$ cat src/rtl/rdcal_pkg.sv
package rdcal_pkg;

  // beats per deserialized burst (1:4 input deserializer)
  localparam int unsigned BEATS = 4;

  typedef enum logic [3:0] {
    ST_IDLE,
    ST_RSTDLY,
    ST_READ,
    ST_WAIT,
    ST_CMP,
    ST_INC,
    ST_SETTLE,
    ST_DONE,
    ST_FAIL
  } cal_state_e;

endpackage

$ cat src/rtl/rdcal_beat_cmp.sv
module rdcal_beat_cmp
  import rdcal_pkg::*;
#(
  parameter int unsigned          BEAT_W     = 8,
  parameter logic [4*BEAT_W-1:0]  TRAIN_WORD = '0
) (
  input  logic [BEATS*BEAT_W-1:0] word_i,
  output logic [BEATS-1:0]        beat_eq_o,
  output logic                    match_o
);

  // one equality slice per beat position; rotation leaves slices unequal
  for (genvar k = 0; k < BEATS; k++) begin : g_beat
    assign beat_eq_o[k] = (word_i[k*BEAT_W +: BEAT_W] == TRAIN_WORD[k*BEAT_W +: BEAT_W]);
  end

  // every beat must be in place; a partial hit does not count
  assign match_o = &beat_eq_o;

endmodule

$ cat src/rtl/rdcal_settle_tmr.sv
module rdcal_settle_tmr #(
  parameter int unsigned SETTLE_CYC = 8
) (
  input  logic clk,
  input  logic rst_n,
  input  logic load_i,
  input  logic en_i,
  output logic expired_o
);

  localparam int unsigned CNT_W = (SETTLE_CYC > 1) ? $clog2(SETTLE_CYC) : 1;
  localparam logic [CNT_W-1:0] RELOAD = CNT_W'(SETTLE_CYC - 1);

  logic [CNT_W-1:0] cnt_q;
  logic [CNT_W-1:0] cnt_d;
  logic             cnt_en;

  assign expired_o = (cnt_q == '0);

  always_comb begin
    cnt_en = 1'b0;
    cnt_d  = cnt_q;
    if (load_i) begin
      cnt_en = 1'b1;
      cnt_d  = RELOAD;
    end else if (en_i && !expired_o) begin
      cnt_en = 1'b1;
      cnt_d  = cnt_q - 1'b1;
    end
  end

  always_ff @(posedge clk or negedge rst_n) begin
    if (!rst_n) begin
      cnt_q <= '0;
    end else if (cnt_en) begin
      cnt_q <= cnt_d;
    end
  end

endmodule

$ cat src/rtl/rdcal_fsm.sv
module rdcal_fsm
  import rdcal_pkg::*;
#(
  parameter int unsigned NUM_TAPS  = 64,
  parameter int unsigned PASS_RUNS = 4,
  parameter int unsigned TAP_W     = $clog2(NUM_TAPS)
) (
  input  logic             clk,
  input  logic             rst_n,
  input  logic             start_i,
  input  logic             rd_valid_i,
  input  logic             match_i,
  input  logic             settle_done_i,
  output logic             settle_load_o,
  output logic             settle_en_o,
  output logic             rd_req_o,
  output logic             dly_rst_o,
  output logic             dly_inc_o,
  output logic             done_o,
  output logic             fail_o,
  output logic [TAP_W-1:0] tap_o
);

  localparam int unsigned PASS_W = $clog2(PASS_RUNS + 1);
  localparam logic [TAP_W-1:0]  TAP_LAST  = TAP_W'(NUM_TAPS - 1);
  localparam logic [PASS_W-1:0] PASS_LAST = PASS_W'(PASS_RUNS - 1);

  cal_state_e        state_q, state_d;
  logic [TAP_W-1:0]  tap_q, tap_d;
  logic              tap_en;
  logic [PASS_W-1:0] pass_q, pass_d;
  logic              pass_en;
  logic              hit_q, hit_d;
  logic              hit_en;

  // next-state and datapath enables
  always_comb begin
    state_d = state_q;
    tap_d   = tap_q;
    tap_en  = 1'b0;
    pass_d  = pass_q;
    pass_en = 1'b0;
    hit_d   = hit_q;
    hit_en  = 1'b0;
    unique case (state_q)
      ST_IDLE, ST_DONE, ST_FAIL: begin
        if (start_i) state_d = ST_RSTDLY;
      end
      ST_RSTDLY: begin
        tap_d   = '0;
        tap_en  = 1'b1;
        pass_d  = '0;
        pass_en = 1'b1;
        state_d = ST_SETTLE;
      end
      ST_SETTLE: begin
        if (settle_done_i) state_d = ST_READ;
      end
      ST_READ: begin
        state_d = ST_WAIT;
      end
      ST_WAIT: begin
        if (rd_valid_i) begin
          hit_d   = match_i;
          hit_en  = 1'b1;
          state_d = ST_CMP;
        end
      end
      ST_CMP: begin
        pass_en = 1'b1;
        if (hit_q) begin
          if (pass_q == PASS_LAST) begin
            pass_d  = '0;
            state_d = ST_DONE;
          end else begin
            pass_d  = pass_q + 1'b1;
            state_d = ST_READ;
          end
        end else begin
          pass_d = '0;
          if (tap_q == TAP_LAST) state_d = ST_FAIL;
          else                   state_d = ST_INC;
        end
      end
      ST_INC: begin
        tap_d   = tap_q + 1'b1;
        tap_en  = 1'b1;
        state_d = ST_SETTLE;
      end
      default: state_d = ST_IDLE;
    endcase
  end

  // registers
  always_ff @(posedge clk or negedge rst_n) begin
    if (!rst_n) begin
      state_q <= ST_IDLE;
    end else begin
      state_q <= state_d;
    end
  end

  always_ff @(posedge clk or negedge rst_n) begin
    if (!rst_n) begin
      tap_q <= '0;
    end else if (tap_en) begin
      tap_q <= tap_d;
    end
  end

  always_ff @(posedge clk or negedge rst_n) begin
    if (!rst_n) begin
      pass_q <= '0;
    end else if (pass_en) begin
      pass_q <= pass_d;
    end
  end

  always_ff @(posedge clk or negedge rst_n) begin
    if (!rst_n) begin
      hit_q <= 1'b0;
    end else if (hit_en) begin
      hit_q <= hit_d;
    end
  end

  // Moore outputs decoded from the state register
  assign settle_load_o = (state_q == ST_RSTDLY) || (state_q == ST_INC);
  assign settle_en_o   = (state_q == ST_SETTLE);
  assign rd_req_o      = (state_q == ST_READ);
  assign dly_rst_o     = (state_q == ST_IDLE) || (state_q == ST_RSTDLY);
  assign dly_inc_o     = (state_q == ST_INC);
  assign done_o        = (state_q == ST_DONE);
  assign fail_o        = (state_q == ST_FAIL);
  assign tap_o         = tap_q;

endmodule

$ cat src/rtl/rdcal_ctrl.sv
module rdcal_ctrl
  import rdcal_pkg::*;
#(
  parameter int unsigned         BEAT_W     = 8,
  parameter logic [4*BEAT_W-1:0] TRAIN_WORD = 32'hE14B_D278,
  parameter int unsigned         NUM_TAPS   = 64,
  parameter int unsigned         SETTLE_CYC = 8,
  parameter int unsigned         PASS_RUNS  = 4
) (
  input  logic                        clk,
  input  logic                        rst_n,
  input  logic                        start_i,
  output logic                        rd_req_o,
  input  logic                        rd_valid_i,
  input  logic [4*BEAT_W-1:0]         rd_word_i,
  output logic                        dly_rst_o,
  output logic                        dly_inc_o,
  output logic                        done_o,
  output logic                        fail_o,
  output logic [$clog2(NUM_TAPS)-1:0] tap_o
);

  localparam int unsigned TAP_W = $clog2(NUM_TAPS);

  logic [BEATS-1:0] beat_eq;
  logic             word_match;
  logic             settle_load;
  logic             settle_en;
  logic             settle_done;

  rdcal_beat_cmp #(
    .BEAT_W     (BEAT_W),
    .TRAIN_WORD (TRAIN_WORD)
  ) cmp_i (
    .word_i    (rd_word_i),
    .beat_eq_o (beat_eq),
    .match_o   (word_match)
  );

  rdcal_settle_tmr #(
    .SETTLE_CYC (SETTLE_CYC)
  ) tmr_i (
    .clk       (clk),
    .rst_n     (rst_n),
    .load_i    (settle_load),
    .en_i      (settle_en),
    .expired_o (settle_done)
  );

  rdcal_fsm #(
    .NUM_TAPS  (NUM_TAPS),
    .PASS_RUNS (PASS_RUNS),
    .TAP_W     (TAP_W)
  ) fsm_i (
    .clk           (clk),
    .rst_n         (rst_n),
    .start_i       (start_i),
    .rd_valid_i    (rd_valid_i),
    .match_i       (word_match),
    .settle_done_i (settle_done),
    .settle_load_o (settle_load),
    .settle_en_o   (settle_en),
    .rd_req_o      (rd_req_o),
    .dly_rst_o     (dly_rst_o),
    .dly_inc_o     (dly_inc_o),
    .done_o        (done_o),
    .fail_o        (fail_o),
    .tap_o         (tap_o)
  );

endmodule

$ cat config.mk
export PLATFORM = sky130hd
export DESIGN_NAME = rdcal_ctrl
export DESIGN_NICKNAME = d
export VERILOG_FILES = /design/src/rtl/rdcal_pkg.sv /design/src/rtl/rdcal_beat_cmp.sv /design/src/rtl/rdcal_settle_tmr.sv /design/src/rtl/rdcal_fsm.sv /design/src/rtl/rdcal_ctrl.sv
export SDC_FILE = /design/constraint.sdc
export NUM_CORES = 1
export LEC_CHECK = 0
export BUFFER_PORTS_ARGS = -buffer_cell sky130_fd_sc_hd__clkbuf_2
export CORE_MARGIN = 3
export CORE_UTILIZATION = 45
export DETAILED_ROUTE_END_ITERATION = 16
export PLACE_DENSITY = 0.76
export SLEW_MARGIN = 40
export SYNTH_ARGS = -nofsm -noshare
export SYNTH_HDL_FRONTEND = slang
export SYNTH_SLANG_ARGS = --single-unit
$ cat constraint.sdc
create_clock -name clk -period 2.11 [get_ports clk]
set_clock_uncertainty 0.15 [all_clocks]
set_input_delay 0.1055 -clock clk [delete_from_list [all_inputs] [get_ports clk]]
set_output_delay 0.1055 -clock clk [all_outputs]
set_load 0.03 [all_outputs]
==> results.json <==
{
  "run_status": "complete, no violations",
  "drtAntennaViolNets": 0,
  "synth_top_cell_by_area": "dfrtp_1",
  "dr_total_vias": 1040,
  "die_x_um": 54.8,
  "max_slew.worst_pin.slew_ns": 0.489,
  "worstSkewPairLatency_ns": 0.30,
  "ios": 47,
  "wirelength_um": 2470,
  "preCtsSetupSlack_ns": 0.252,
  "final.setup.tns_ns": 0,
  "root_buffer": "clkbuf_4",
  "post_cts_resized": 0,
  "rsz0062_at_grt": "no",
  "start_kind": "register",
  "final_nets": 200,
  "critPathKind": "register to output pin",
  "rows": 17,
  "grt_max_degree": 18,
  "grt_pass1_vias": 990,
  "dieArea_um2": 3010,
  "syn-num-nets": 153,
  "synth_ff_type": "dfrtp_1",
  "drive_gt1_share_pct": 36.5,
  "rr_endpoint": "fsm_i.state_q[2]",
  "setup_ws_ns": 0.175,
  "cts_tree": "yes",
  "cts-buffers-inserted": 3,
  "end_kind": "output pin",
  "yosysTopAreaCellShare_pct": 39.6,
  "synth_cells": 113,
  "r2r_start": "fsm_i.state_q[2]",
  "cts_buffer_depth": 2,
  "die_y_um": 54.8,
  "required_ns": 1.85,
  "antenna_found_initial": 0,
  "htreeDepth": 1,
  "critPathArrivalTime_ns": 1.68,
  "irDropWorstVdd_uv": 532,
  "finalCritPeriodShare_pct": 91.7,
  "fmax_ghz": 0.517,
  "relSlewSlack_pct": 67.3,
  "ys.warnings.count": 0,
  "gp_congestion": 0.764,
  "whs_path_depth": 4,
  "vias_per_cell": 5.56,
  "layout.cells.most_common": "clkbuf_2",
  "min_to": "fsm_i.hit_q",
  "area_delta_synth_final_pct": 25.9,
  "layout_common_cells": "clkbuf_2, dfrtp_1, nand2_1, nor2_1, inv_1",
  "hp-start": "rd_valid_i",
  "fin_crit_ns": 1.93,
  "multi_input_area_um2": 598,
  "track_usage_pct": 19.1,
  "holdWs_ns": 0.0859,
  "cellPowerDensity_nw_per_um2": 1080,
  "fp.coreArea_um2": 2230,
  "grt_first_pass_wirelength_um": 4110,
  "ys_ff_latch": 17,
  "yosys.cell_types.count": 44,
  "maxCapViolations": 0,
  "synth_edf_count": 0,
  "slew_violations": 0,
  "drt_first_pass_iters": 4,
  "synthArstFlopShare_pct": 100,
  "hold_viol_final": 0,
  "ys_top_cells_by_area": "dfrtp_1, ha_1, nand2_1",
  "drc": 0,
  "syn_avg_cell_area_um2": 9.50,
  "filler_cell_count": 195,
  "wl_per_cell_um": 13.2,
  "hold_path_class": "input port to register",
  "totalPowerFinal_mw": 1.46,
  "power_leakage_nw": 0.689,
  "clk_pin_slew_ns": 0.10,
  "register_area_um2": 425,
  "netlist_area_um2": 1070,
  "start_util_pct": 48.1,
  "grt_remaining_overflow": 0,
  "setup_viol": 0,
  "drtIter0Drc": 19,
  "clkSinkCount": 17,
  "num_antenna_cells": 0,
  "seq_area_frac_synth_pct": 39.6,
  "numPortBuffers": 46,
  "r2r_cells": 4,
  "r2r_slack_ns": 0.22,
  "crit_fanout": 14,
  "hpwl_um": 2000
}
-- cell type report --
type | instances | area share (%)
well taps | 28 | 2.59
flip-flops and latches | 17 | 31.5
multi-input cells | 84 | 44.3
clock buffers | 4 | 1.94
repair buffers | 47 | 17.8
inverters | 7 | 1.94
-- registers in the layout, indices dropped and copies added, names as in the netlist --
signal	count
fsm_i.tap_o	6
tmr_i.cnt_q	3
fsm_i.pass_q	3
fsm_i.hit_q	1
fsm_i.state_q	4
-- routing by layer --
metal | wire, um | part of all wire, % | GRT usage (%)
met3 | 170 | 6.9 | 6.54
met5 | 0 | 0 | 0
met1 | 996 | 40 | 22.1
met4 | 25 | 1.0 | 5.39
met2 | 1280 | 52 | 33.1
-- critical path, stage by stage (launching register included) --
cell,delay (ns)
dfrtp_1,0.58
nor3b_2,0.39
and2_1,0.20
clkbuf_2,0.21
-- stage by stage --
stage	std cells	utilization [%]	instance area (um^2)
3_3_place_gp	182	58.9	1320
5_1_grt	187	60.5	1350
3_5_place_dp	182	58.9	1320
4_1_cts	187	60.5	1350
2_1_floorplan	113	-	1070
6_report	187	60.5	1350
-- cell usage after synthesis, drive strengths merged (2+ instances only) --
master	count
or3	2
inv	7
mux2	2
a21oi	5
nor4b	4
nor3b	2
nand2b	3
and4b	2
nand2	10
or4b	2
nand4b	3
xor2	3
o211ai	2
ha	4
nand3	3
o21ai	3
dfrtp	17
nand4	5
buf	4
o31ai	2
nor2	8
nor3	3
-- worst max-delay path by stage --
stage / from / to / slack [ns]
after detailed placement: fsm_i.state_q[1] / fsm_i.state_q[2] / 0.25
after global placement: fsm_i.state_q[1] / fsm_i.state_q[2] / 0.30
after floorplan: tmr_i.cnt_q[0] / tmr_i.cnt_q[0] / 0.44
after global routing: fsm_i.state_q[0] / dly_inc_o / 0.0004
final: fsm_i.state_q[0] / dly_inc_o / 0.18
after CTS: fsm_i.state_q[0] / dly_inc_o / 0.17
-- logic make-up after synthesis --
family                     synth area share (%)
AOI/OAI and AO/OA                          13.3
buffers and inverters                      4.66
xor gates and xnor gates                   3.26
adders and majority gates                  4.66
and+or+nand+nor                            31.5
DFF                                        39.6
muxes                                      3.03
-- what timing repair did --
action	4_1_cts	5_1_grt
buffers inserted	0	0
hold endpoints to repair	17	0
hold buffers	1	0
-- report_power, final --
part	switching [mW]	internal, mW	total, mW	leakage [nW]
Combinational	0.407	0.304	0.711	0.458
Sequential	0.157	0.412	0.568	0.216
Clock	0.103	0.0736	0.177	0.0150
(Power assumes the default switching activity.)
